File: config.mk
export PLATFORM = sky130hd
export DESIGN_NAME = dma_regbank
export DESIGN_NICKNAME = d
export VERILOG_FILES = /design/src/rtl/dmarb_pkg.sv /design/src/rtl/dmarb_decode.sv /design/src/rtl/dmarb_ptr64.sv /design/src/rtl/dmarb_channel.sv /design/src/rtl/dmarb_global.sv /design/src/rtl/dma_regbank.sv
export SDC_FILE = /design/constraint.sdc
export NUM_CORES = 2
export LEC_CHECK = 0
export BUFFER_PORTS_ARGS = -buffer_cell sky130_fd_sc_hd__buf_2
export CAP_MARGIN = 20
export CORE_AREA = 2 2 447 449
export CTS_CLUSTER_SIZE = 10
export DETAILED_ROUTE_END_ITERATION = 8
export DIE_AREA = 0 0 449 451
export HOLD_SLACK_MARGIN = 0.08
export PLACE_DENSITY_LB_ADDON = 0.15
export SYNTH_ARGS = -nofsm -noshare
export SYNTH_HDL_FRONTEND = slang
export SYNTH_SLANG_ARGS = --single-unit
File: constraint.sdc
create_clock -name clk -period 12 [get_ports clk]
set_input_delay 2.4 -clock clk [delete_from_list [all_inputs] [get_ports clk]]
set_output_delay 2.4 -clock clk [all_outputs]
set_load 0.005 [all_outputs]
File: src/rtl/dmarb_pkg.sv
// Package: register identifiers, offsets and access-width rules shared by the
// decoder, the channel slices and the global slice.
package dmarb_pkg;

    typedef enum logic [3:0] {
        RG_NONE, RG_NCH, RG_CAP, RG_IRQ, RG_ATTN,
        RG_CTRL, RG_CMD, RG_STAT, RG_CHAIN_LO, RG_CHAIN_HI,
        RG_CMPL_LO, RG_CMPL_HI, RG_ERR
    } reg_id_e;

    // global window offsets
    localparam logic [6:0] OFF_G_NCH  = 7'h00;
    localparam logic [6:0] OFF_G_CAP  = 7'h01;
    localparam logic [6:0] OFF_G_IRQ  = 7'h02;
    localparam logic [6:0] OFF_G_ATTN = 7'h04;

    // channel window offsets
    localparam logic [6:0] OFF_C_CTRL     = 7'h00;
    localparam logic [6:0] OFF_C_CMD      = 7'h04;
    localparam logic [6:0] OFF_C_STAT     = 7'h08;
    localparam logic [6:0] OFF_C_CHAIN_LO = 7'h10;
    localparam logic [6:0] OFF_C_CHAIN_HI = 7'h14;
    localparam logic [6:0] OFF_C_CMPL_LO  = 7'h18;
    localparam logic [6:0] OFF_C_CMPL_HI  = 7'h1C;
    localparam logic [6:0] OFF_C_ERR      = 7'h20;

    localparam logic [63:0] STAT_RESET = 64'h3;

    // Legal byte count for each register.
    function automatic logic size_ok(reg_id_e r, logic [3:0] b);
        case (r)
            RG_NCH, RG_CAP, RG_IRQ, RG_CMD:          return b == 4'd1;
            RG_CTRL:                                 return b == 4'd2;
            RG_ATTN, RG_CHAIN_HI, RG_CMPL_HI, RG_ERR: return b == 4'd4;
            RG_STAT:                                 return b == 4'd8;
            RG_CHAIN_LO, RG_CMPL_LO:                 return (b == 4'd4) || (b == 4'd8);
            default:                                 return 1'b0;
        endcase
    endfunction

    // Index of the highest set bit of a value (0 for 0).
    function automatic int msb_index(longint unsigned v);
        int r;
        r = 0;
        for (int i = 0; i < 64; i++)
            if (v[i]) r = i;
        return r;
    endfunction

endpackage

File: src/rtl/dmarb_decode.sv
// Address decoder: splits the byte address into window number and offset,
// names the addressed register and judges the access legal or not.
// Assumes: window 0 is global, window k>0 is channel k-1; purely combinational.
module dmarb_decode
    import dmarb_pkg::*;
#(
    parameter int NUM_CH = 4,
    parameter int ADDR_W = 16,
    localparam int WIN_W = ADDR_W - 7
) (
    input  logic [ADDR_W-1:0] addr,
    input  logic [3:0]        bytes,
    output reg_id_e           rid,
    output logic              is_chan,
    output logic [WIN_W-1:0]  chan_idx,
    output logic              legal
);

    logic [WIN_W-1:0] win;
    logic [6:0]       off;
    logic             in_range;

    assign win      = addr[ADDR_W-1:7];
    assign off      = addr[6:0];
    assign is_chan  = (win != '0);
    assign chan_idx = win - WIN_W'(1);
    assign in_range = is_chan && (win <= WIN_W'(NUM_CH));

    // Purpose: map the in-window offset to a register identifier.
    always_comb begin
        rid = RG_NONE;
        if (!is_chan) begin
            case (off)
                OFF_G_NCH:  rid = RG_NCH;
                OFF_G_CAP:  rid = RG_CAP;
                OFF_G_IRQ:  rid = RG_IRQ;
                OFF_G_ATTN: rid = RG_ATTN;
                default:    rid = RG_NONE;
            endcase
        end else begin
            case (off)
                OFF_C_CTRL:     rid = RG_CTRL;
                OFF_C_CMD:      rid = RG_CMD;
                OFF_C_STAT:     rid = RG_STAT;
                OFF_C_CHAIN_LO: rid = RG_CHAIN_LO;
                OFF_C_CHAIN_HI: rid = RG_CHAIN_HI;
                OFF_C_CMPL_LO:  rid = RG_CMPL_LO;
                OFF_C_CMPL_HI:  rid = RG_CMPL_HI;
                OFF_C_ERR:      rid = RG_ERR;
                default:        rid = RG_NONE;
            endcase
        end
    end

    assign legal = (rid != RG_NONE) && size_ok(rid, bytes) && (!is_chan || in_range);

endmodule

File: src/rtl/dmarb_ptr64.sv
// 64-bit pointer register writable whole or by 32-bit half.
// Assumes: at most one of the three write enables is high in a cycle.
module dmarb_ptr64 (
    input  logic        clk,
    input  logic        rst_n,
    input  logic        wr_full,
    input  logic        wr_lo,
    input  logic        wr_hi,
    input  logic [63:0] wdata,
    output logic [63:0] q
);

    // Purpose: merge a full or half write into the stored pointer.
    always_ff @(posedge clk) begin
        if (!rst_n) begin
            q <= '0;
        end else if (wr_full) begin
            q <= wdata;
        end else if (wr_lo) begin
            q[31:0] <= wdata[31:0];
        end else if (wr_hi) begin
            q[63:32] <= wdata[31:0];
        end
    end

endmodule

File: src/rtl/dmarb_channel.sv
// One channel slice: control, command, status, two pointers and error register,
// plus the combinational read value of the register named by rid.
// Assumes: wr is high only for a legal write aimed at this channel.
module dmarb_channel
    import dmarb_pkg::*;
(
    input  logic        clk,
    input  logic        rst_n,
    input  logic        wr,
    input  reg_id_e     rid,
    input  logic [3:0]  wbytes,
    input  logic [63:0] wdata,
    input  logic        seq_status_we,
    input  logic [63:0] seq_status,
    input  logic        seq_busy,
    input  logic [31:0] seq_err_set,
    input  logic        seq_intdis_set,
    output logic [15:0] ctrl_o,
    output logic [7:0]  cmd_o,
    output logic        cmd_stb_o,
    output logic [63:0] chain_o,
    output logic [63:0] cmpl_o,
    output logic [31:0] err_o,
    output logic [63:0] rdata_o
);

    logic [63:0] stat_q;
    logic        wr_ctrl, wr_cmd, wr_err;
    logic        full_w;

    assign wr_ctrl = wr && (rid == RG_CTRL);
    assign wr_cmd  = wr && (rid == RG_CMD);
    assign wr_err  = wr && (rid == RG_ERR);
    assign full_w  = (wbytes == 4'd8);

    // Purpose: control register with the keep-or-clear interrupt-disable bit.
    always_ff @(posedge clk) begin
        if (!rst_n) begin
            ctrl_o <= '0;
        end else if (wr_ctrl) begin
            ctrl_o[15:1] <= wdata[15:1];
            ctrl_o[0]    <= wdata[0] ? 1'b0 : (ctrl_o[0] | seq_intdis_set);
        end else begin
            ctrl_o[0] <= ctrl_o[0] | seq_intdis_set;
        end
    end

    // Purpose: command byte and its one-cycle strobe.
    always_ff @(posedge clk) begin
        if (!rst_n) begin
            cmd_o     <= '0;
            cmd_stb_o <= 1'b0;
        end else begin
            cmd_stb_o <= wr_cmd;
            if (wr_cmd) cmd_o <= wdata[7:0];
        end
    end

    // Purpose: status, written only by the sequencer.
    always_ff @(posedge clk) begin
        if (!rst_n)             stat_q <= STAT_RESET;
        else if (seq_status_we) stat_q <= seq_status;
    end

    // Purpose: error bits, cleared by written ones, set by the sequencer (set wins).
    always_ff @(posedge clk) begin
        if (!rst_n) err_o <= '0;
        else        err_o <= (err_o & ~(wr_err ? wdata[31:0] : 32'h0)) | seq_err_set;
    end

    dmarb_ptr64 u_chain (
        .clk     (clk),
        .rst_n   (rst_n),
        .wr_full (wr && (rid == RG_CHAIN_LO) && full_w),
        .wr_lo   (wr && (rid == RG_CHAIN_LO) && !full_w),
        .wr_hi   (wr && (rid == RG_CHAIN_HI)),
        .wdata   (wdata),
        .q       (chain_o)
    );

    dmarb_ptr64 u_cmpl (
        .clk     (clk),
        .rst_n   (rst_n),
        .wr_full (wr && (rid == RG_CMPL_LO) && full_w),
        .wr_lo   (wr && (rid == RG_CMPL_LO) && !full_w),
        .wr_hi   (wr && (rid == RG_CMPL_HI)),
        .wdata   (wdata),
        .q       (cmpl_o)
    );

    // Purpose: read value of the addressed register, sized by the access.
    always_comb begin
        case (rid)
            RG_CTRL:     rdata_o = {48'h0, ctrl_o};
            RG_CMD:      rdata_o = {56'h0, cmd_o};
            RG_STAT:     rdata_o = stat_q | {63'h0, ~seq_busy};
            RG_CHAIN_LO: rdata_o = full_w ? chain_o : {32'h0, chain_o[31:0]};
            RG_CHAIN_HI: rdata_o = {32'h0, chain_o[63:32]};
            RG_CMPL_LO:  rdata_o = full_w ? cmpl_o : {32'h0, cmpl_o[31:0]};
            RG_CMPL_HI:  rdata_o = {32'h0, cmpl_o[63:32]};
            RG_ERR:      rdata_o = {32'h0, err_o};
            default:     rdata_o = '0;
        endcase
    end

endmodule

File: src/rtl/dmarb_global.sv
// Global slice: channel count, transfer capability, interrupt master enable
// (cleared by a read) and the attention summary.
// Assumes: wr_irq and rd_irq come only from legal 1-byte accesses.
module dmarb_global
    import dmarb_pkg::*;
#(
    parameter int          NUM_CH   = 4,
    parameter int unsigned MAX_XFER = 40000,
    localparam int         CAP_IDX  = msb_index(64'(MAX_XFER))
) (
    input  logic        clk,
    input  logic        rst_n,
    input  logic        wr_irq,
    input  logic        rd_irq,
    input  logic        wbit,
    input  logic [31:0] attn,
    input  reg_id_e     rid,
    output logic        irq_en,
    output logic [63:0] rdata_o
);

    // Purpose: master enable, loaded by a write and cleared after a read.
    always_ff @(posedge clk) begin
        if (!rst_n)      irq_en <= 1'b0;
        else if (wr_irq) irq_en <= wbit;
        else if (rd_irq) irq_en <= 1'b0;
    end

    // Purpose: read value of the addressed global register.
    always_comb begin
        case (rid)
            RG_NCH:  rdata_o = 64'(NUM_CH);
            RG_CAP:  rdata_o = 64'(CAP_IDX);
            RG_IRQ:  rdata_o = {63'h0, irq_en};
            RG_ATTN: rdata_o = {32'h0, attn};
            default: rdata_o = '0;
        endcase
    end

endmodule

File: src/rtl/dma_regbank.sv
// Top: register bank of a multi-channel DMA copy engine. It decodes one request
// per cycle, updates the addressed slice and returns a registered response.
// Assumes: NUM_CH between 1 and 64; ADDR_W wide enough for NUM_CH+1 windows.
module dma_regbank
    import dmarb_pkg::*;
#(
    parameter int          NUM_CH   = 4,
    parameter int          ADDR_W   = 16,
    parameter int unsigned MAX_XFER = 40000,
    localparam int         WIN_W    = ADDR_W - 7
) (
    input  logic                 clk,
    input  logic                 rst_n,
    input  logic                 req_valid,
    input  logic                 req_write,
    input  logic [ADDR_W-1:0]    req_addr,
    input  logic [3:0]           req_bytes,
    input  logic [63:0]          req_wdata,
    output logic                 rsp_valid,
    output logic                 rsp_err,
    output logic [63:0]          rsp_rdata,
    output logic                 irq_master_en,
    output logic [NUM_CH*16-1:0] ch_ctrl,
    output logic [NUM_CH*8-1:0]  ch_cmd,
    output logic [NUM_CH-1:0]    ch_cmd_stb,
    output logic [NUM_CH*64-1:0] ch_chain_addr,
    output logic [NUM_CH*64-1:0] ch_cmpl_addr,
    input  logic [NUM_CH-1:0]    seq_status_we,
    input  logic [NUM_CH*64-1:0] seq_status,
    input  logic [NUM_CH-1:0]    seq_busy,
    input  logic [NUM_CH*32-1:0] seq_err_set,
    input  logic [NUM_CH-1:0]    seq_intdis_set
);

    reg_id_e          rid;
    logic             is_chan, legal, acc;
    logic [WIN_W-1:0] chan_idx;
    logic [NUM_CH-1:0] chan_sel;
    logic [63:0]      ch_rd [NUM_CH];
    logic [31:0]      ch_err [NUM_CH];
    logic [63:0]      g_rd, chan_rd;
    logic [31:0]      attn;

    dmarb_decode #(.NUM_CH(NUM_CH), .ADDR_W(ADDR_W)) u_dec (
        .addr     (req_addr),
        .bytes    (req_bytes),
        .rid      (rid),
        .is_chan  (is_chan),
        .chan_idx (chan_idx),
        .legal    (legal)
    );

    assign acc = req_valid && legal;

    for (genvar i = 0; i < NUM_CH; i++) begin : g_ch
        assign chan_sel[i] = is_chan && (chan_idx == WIN_W'(i));

        dmarb_channel u_ch (
            .clk            (clk),
            .rst_n          (rst_n),
            .wr             (acc && req_write && chan_sel[i]),
            .rid            (rid),
            .wbytes         (req_bytes),
            .wdata          (req_wdata),
            .seq_status_we  (seq_status_we[i]),
            .seq_status     (seq_status[i*64 +: 64]),
            .seq_busy       (seq_busy[i]),
            .seq_err_set    (seq_err_set[i*32 +: 32]),
            .seq_intdis_set (seq_intdis_set[i]),
            .ctrl_o         (ch_ctrl[i*16 +: 16]),
            .cmd_o          (ch_cmd[i*8 +: 8]),
            .cmd_stb_o      (ch_cmd_stb[i]),
            .chain_o        (ch_chain_addr[i*64 +: 64]),
            .cmpl_o         (ch_cmpl_addr[i*64 +: 64]),
            .err_o          (ch_err[i]),
            .rdata_o        (ch_rd[i])
        );
    end

    for (genvar b = 0; b < 32; b++) begin : g_attn
        if (b < NUM_CH) begin : g_live
            assign attn[b] = |ch_err[b];
        end else begin : g_tied
            assign attn[b] = 1'b0;
        end
    end

    dmarb_global #(.NUM_CH(NUM_CH), .MAX_XFER(MAX_XFER)) u_glb (
        .clk     (clk),
        .rst_n   (rst_n),
        .wr_irq  (acc && req_write && !is_chan && (rid == RG_IRQ)),
        .rd_irq  (acc && !req_write && !is_chan && (rid == RG_IRQ)),
        .wbit    (req_wdata[0]),
        .attn    (attn),
        .rid     (rid),
        .irq_en  (irq_master_en),
        .rdata_o (g_rd)
    );

    // Purpose: pick the read value of the selected channel.
    always_comb begin
        chan_rd = '0;
        for (int i = 0; i < NUM_CH; i++)
            if (chan_sel[i]) chan_rd = ch_rd[i];
    end

    // Purpose: registered response, one per request, data only for legal reads.
    always_ff @(posedge clk) begin
        if (!rst_n) begin
            rsp_valid <= 1'b0;
            rsp_err   <= 1'b0;
            rsp_rdata <= '0;
        end else begin
            rsp_valid <= req_valid;
            rsp_err   <= req_valid && !legal;
            rsp_rdata <= (acc && !req_write) ? (is_chan ? chan_rd : g_rd) : 64'h0;
        end
    end

endmodule

### Word-level counts from Yosys, hierarchy flattened

Cells that the tools add are included.

* bits in writable memories: 0
* memories kept: 0
* latch bits: 0
* logic and storage cells: 280
* bits in read-only memories: 0
* output and inout port bits: 679
* bits of input ports: 484
* register bits: 1063

* order comparisons: 1
* bitwise operators: 24
* multiply operators: 0
* div/mod/pow operators: 0
* muxes and demuxes: 68
* shift operators: 0
* reduce and logical (&&, ||, !) cells: 106
* add/subtract/negate cells: 1
* equal/unequal tests: 36

Operators by type and width (number)
* case mux 64 bit (8 select lines): 4
* two-way mux 64 bit: 21
* two-way mux 32 bit: 28
* bitwise OR 64 x 1 -> 64 bit: 4
* AND 32 bit: 4
* inverter 32 bit: 4
* bitwise OR 32 bit: 4
* OR reduction 32 bit: 4
* logical AND 1 bit: 63
* nonzero test 2 bit: 17
* case mux 4 bit (8 select lines): 1
* equality test 7 x 5 -> 1 bit (second input constant): 4
* equality test 4 bit (second input constant): 6
* equality test 4 x 3 -> 1 bit (second input constant): 5
* equality test 9 x 2 -> 1 bit (second input constant): 2
* AND reduction 2 bit: 9
* != test 2 bit (second input constant): 8
* case mux 4 bit (4 select lines): 1
* equality test 4 x 2 -> 1 bit (second input constant): 3
* case mux 3 bit (4 select lines): 1
* two-way mux 1 bit: 10
* equality test 9 x 1 -> 1 bit (second input constant): 1
* less-or-equal comparator 9 x 3 -> 1 bit (second input constant): 1
* zero test 9 bit: 1
* 18 further kinds: 30

### Logic depth before layout (Yosys ltp)

* word-level depth: 16
* gate-level depth with buffers: 16
* depth with buffers taken out: 8

### By module

Synthesis repeated with hierarchy kept, for this count alone.

* cells, all modules: 5936
* area, all modules: 53528.8 um^2

Modules (own cells, without submodules)
* dmarb_channel: area each 6955.4 um^2, seq. area each 2422.3 um^2, cells an instance 806, instances 4
* dmarb_ptr64: area each 2588.7 um^2, seq. area each 1281.2 um^2, cells an instance 284, instances 8
* dma_regbank: area each 3913.8 um^2, seq. area each 1321.3 um^2, cells an instance 288, instances 1
* dmarb_global: area each 608.1 um^2, seq. area each 20.0 um^2, cells an instance 82, instances 1
* dmarb_decode: area each 475.5 um^2, seq. area each 0.0 um^2, cells an instance 70, instances 1

### Least setup slack after synthesis

No wires, ideal clock.

* path type: input to register
* start point: in req_addr[12]
* end point: reg rsp_rdata[60]
* path slack: 6.454 ns
* data required time: 11.877 ns
* buffers on the path: 6
* stages: 14
* data arrival time: 5.424 ns
* setup time: 0.123 ns
* cell sequence: or4_4 -> or3_1 -> buf_2 -> or4_1 -> buf_2 -> a32oi_4 -> o32a_2 -> buf_6 -> a21boi_2 -> buf_6 -> nand3_1 -> buf_2 -> buf_2 -> a21oi_1

* cells in the longest elaborated chain, start to end: 10
* elaborated cells between the ends (all ways): 46
* classes of those cells: 1 x add/sub; 1 x order compare; 15 x eq/ne; 11 x mux; 18 x reduce/logical

Ends and longest elaborated chain
* from (decl): line dma_regbank.sv:16 `input logic [ADDR_W-1:0] req_addr,`
* parallel branches: the longest is 10 deep, another holds subtractor 9 x 1 -> 9 bit
* to (signal assigned): line dma_regbank.sv:116 `rsp_rdata <= (acc && !req_write) ? (is_chan ? chan_rd : g_rd) : 64'h0;`
* to (decl): line dma_regbank.sv:21 `output logic [63:0] rsp_rdata,`

Parallel ways; which one is timed is not known.
A chain may end at the register's enable or synchronous reset.

### Worst setup path in the final report

* start point: in req_addr[8]
* end point: reg rsp_rdata[41]

The elaborated chain is that of the path after synthesis.

==> impl_metrics.json <==
{
  "vias_per_cell": 5.93,
  "drt_drc_violations_left": 0,
  "synth_top_cell_by_area": "dfxtp_1",
  "hp-class": "reg2reg",
  "status": "complete, no violations",
  "pwr-share-clk_pct": 49.3,
  "p_sw_share_pct": 27.3,
  "cap_violations": 0,
  "grt_pass1_vias": 49939,
  "grt_pass1_wl_um": 503000,
  "dp_cells": 9032,
  "final.setup.tns_ns": 0,
  "p_comb_share_pct": 6.7,
  "yosysTopAreaCellShare_pct": 44.0,
  "drt_iter0_markers": 8452,
  "grt_max_degree": 200,
  "mostFrequentLayoutCells": "buf_2 (1156), dfxtp_1 (1063), o21ai_0 (720)",
  "max_freq_ghz": 0.132,
  "tightestPinTransition_ns": 1.32,
  "gp_congestion": 0.997,
  "ys_async_sr_fraction_pct": 0,
  "ys_seq_elements": 1063,
  "p_leak_nw": 24.9,
  "slew_violations": 0,
  "dr.pass1.iters": 9,
  "clk_latency_ns": 0.84,
  "antenna_found_initial": 124,
  "skew_ns": 0.0344,
  "cts_buffers": 140,
  "core-area_um2": 198000,
  "avgSynthCellArea_um2": 8.58,
  "cts_buffer_depth": 3,
  "antenna_left": 0,
  "wirelength_um": 392000,
  "drive_gt1_share_pct": 24.9,
  "synth_area_leaders": "dfxtp_1 (44%), mux2i_1 (10%), o21ai_0 (7.5%)",
  "post_cts.repair.setup_buffers": 0,
  "layout.cells.non_filler": 9324,
  "synth_ff_type": "dfxtp_1",
  "start_util_pct": 24.4,
  "rsz0062_at_grt": "no",
  "switchingPower_w": 0.00234,
  "area_growth_pct": 27.1,
  "htreeDepth": 4,
  "rows": 164,
  "p_int_w": 0.00622,
  "path_max_fanout": 95,
  "cp-start-kind": "primary input",
  "clkTransAtPathRegs_ns": 0.06,
  "setup.worst_path.class": "in2reg",
  "period_share_pct": 63.2,
  "cp.required_ns": 12.65,
  "dpl.hpwl_um": 299000,
  "final_common_cell": "buf_2",
  "grt_overflow_total": 0,
  "synth_cells": 5633,
  "synth_cell_types": 85,
  "io_pins": 1163,
  "vias": 55262,
  "p_per_area_nw_per_um2": 139,
  "cts_root_buffer": "clkbuf_16",
  "peakVddDrop_mv": 0.155,
  "nets": 7020,
  "cts_resized": 0,
  "pwr-share-seq_pct": 44.0,
  "synth_edf_count": 0,
  "die_h_um": 451,
  "routedWlPerCell_um": 42.1,
  "syn_nets": 6117,
  "hold_viol": 0,
  "grt_usage_pct": 36.8,
  "die-area_um2": 202000,
  "fin_crit_ns": 7.58,
  "cp.arrival_ns": 8.23,
  "ctsHoldBuffers": 0,
  "die_w_um": 449,
  "slew_headroom_pct": 11.1,
  "cts_tree": "built",
  "clock_sinks": 1063,
  "yosysSeqAreaShare_pct": 44.0,
  "port_buffers": 1162,
  "netlist_area_um2": 48300,
  "setup_viol": 0,
  "end_kind": "flop",
  "yosysWarningCount": 0
}
[layer usage]
layer	vias up	GRT usage (%)	wire, µm
met2	3849	52.1	159000
met5	-	0	673
li1	22673	-	-
met1	27765	48.2	163000
met4	114	20.0	24700
met3	861	13.5	45500
[power groups by stage]
stage / combinational, W / clock, W / sequential, W
after floorplan: 0.000258 / 0 / 0.00372
final: 0.000576 / 0.00421 / 0.00376
after CTS: 0.000554 / 0.00424 / 0.00375
after global routing: 0.000593 / 0.00437 / 0.00376
after detailed placement: 0.000552 / 0 / 0.00383
after global placement: 0.000549 / 0 / 0.00382
[layout make-up]
class                      instances  area [µm²]
timing repair buffer            1333        7260
fill                           21360      137000
inverter                         146         556
tap                             2656        3320
clock buffer                     206        4090
sequential                      1063       21300
clock inverter                    27         283
multi-input combinational       3852       24600
antenna                           41         103
[logic make-up after synthesis]
kind of cell	count (synthesis)	synth area share, %
multiplexers	547	11.5
flip-flops	1063	44.0
AO/OA/AOI/OAI	1792	24.5
XOR/XNOR	3	0.0544
AND/OR/NAND/NOR	1509	14.0
buffers and inverters	718	5.99
adder cells (fa/ha/maj)	1	0.0207
[registers in the layout, summed over array words and instances, names as in the netlist]
| signal | count |
|---|---|
| g_ch.u_ch.u_chain.q | 256 |
| g_ch.u_ch.err_o | 128 |
| g_ch.u_ch.u_cmpl.q | 256 |
| u_glb.irq_en | 1 |
| g_ch.u_ch.cmd_o | 32 |
| g_ch.u_ch.stat_q | 256 |
| rsp_rdata | 64 |
| rsp_err | 1 |
| g_ch.u_ch.ctrl_o | 64 |
| g_ch.u_ch.cmd_stb_o | 4 |
| rsp_valid | 1 |
[stage by stage]
step	utilization [%]	hold slack [ns]	power (W)	worst slack, ns	instance area [µm²]
2_1_floorplan	-	0.435	0.00398	6.45	48300
5_1_grt	31.0	0.494	0.00872	4.45	61400
6_report	31.0	0.474	0.00855	4.42	61400
3_3_place_gp	28.6	0.459	0.00437	3.72	56700
4_1_cts	30.8	0.473	0.00854	4.69	61100
3_5_place_dp	28.6	0.463	0.00438	3.82	56800
[worst max-delay path, stage by stage]
cell     delay (ns)
buf_2          0.10
buf_4          0.21
or2_2          0.43
or3_1          0.34
buf_4          0.27
or4_2          1.00
buf_4          0.37
nand2_4        0.66
buf_12         0.62
mux2i_1        1.09
o21ai_0        0.17
a22oi_1        0.23
a21oi_1        0.10
[synthesized netlist by cell type (all sizes together) (7+ instances only)]
cell     number
nand3       377
a22oi       157
mux2i       505
nand4        35
a211oi       29
a221o        70
o221ai       68
or3          17
o211a        13
o21ai       721
a222oi       49
and2         11
nand2b       11
o21a         18
o2111ai       9
a221oi      127
a22o         12
nor3         31
nand2       516
and4         11
mux2         41
nor4         40
o211ai       44
dfxtp      1063
a311oi        8
a21oi       179
buf         157
and3         38
a21o         14
inv         145
a31oi       190
nor2b         7
nand3b       10
o2111a        7
o22ai        15
clkbuf      415
a32oi        20
nor2        387
[worst paths after layout]
check,start,to,slack [ns],depth (start not counted)
hold / removal,g_ch[0].u_ch.ctrl_o[15]$_SDFFE_PN0P_,g_ch[0].u_ch.ctrl_o[15]$_SDFFE_PN0P_,0.47,2
setup / recovery,req_addr[8],rsp_rdata[41]$_SDFF_PN0_,4.42,13
setup reg to reg,g_ch[3].u_ch.err_o[15]$_SDFF_PN0_,rsp_rdata[15]$_SDFF_PN0_,9.12,4
hold reg to reg,g_ch[0].u_ch.ctrl_o[15]$_SDFFE_PN0P_,g_ch[0].u_ch.ctrl_o[15]$_SDFFE_PN0P_,0.47,2
Note: power is estimated with default switching activity, not from simulation.
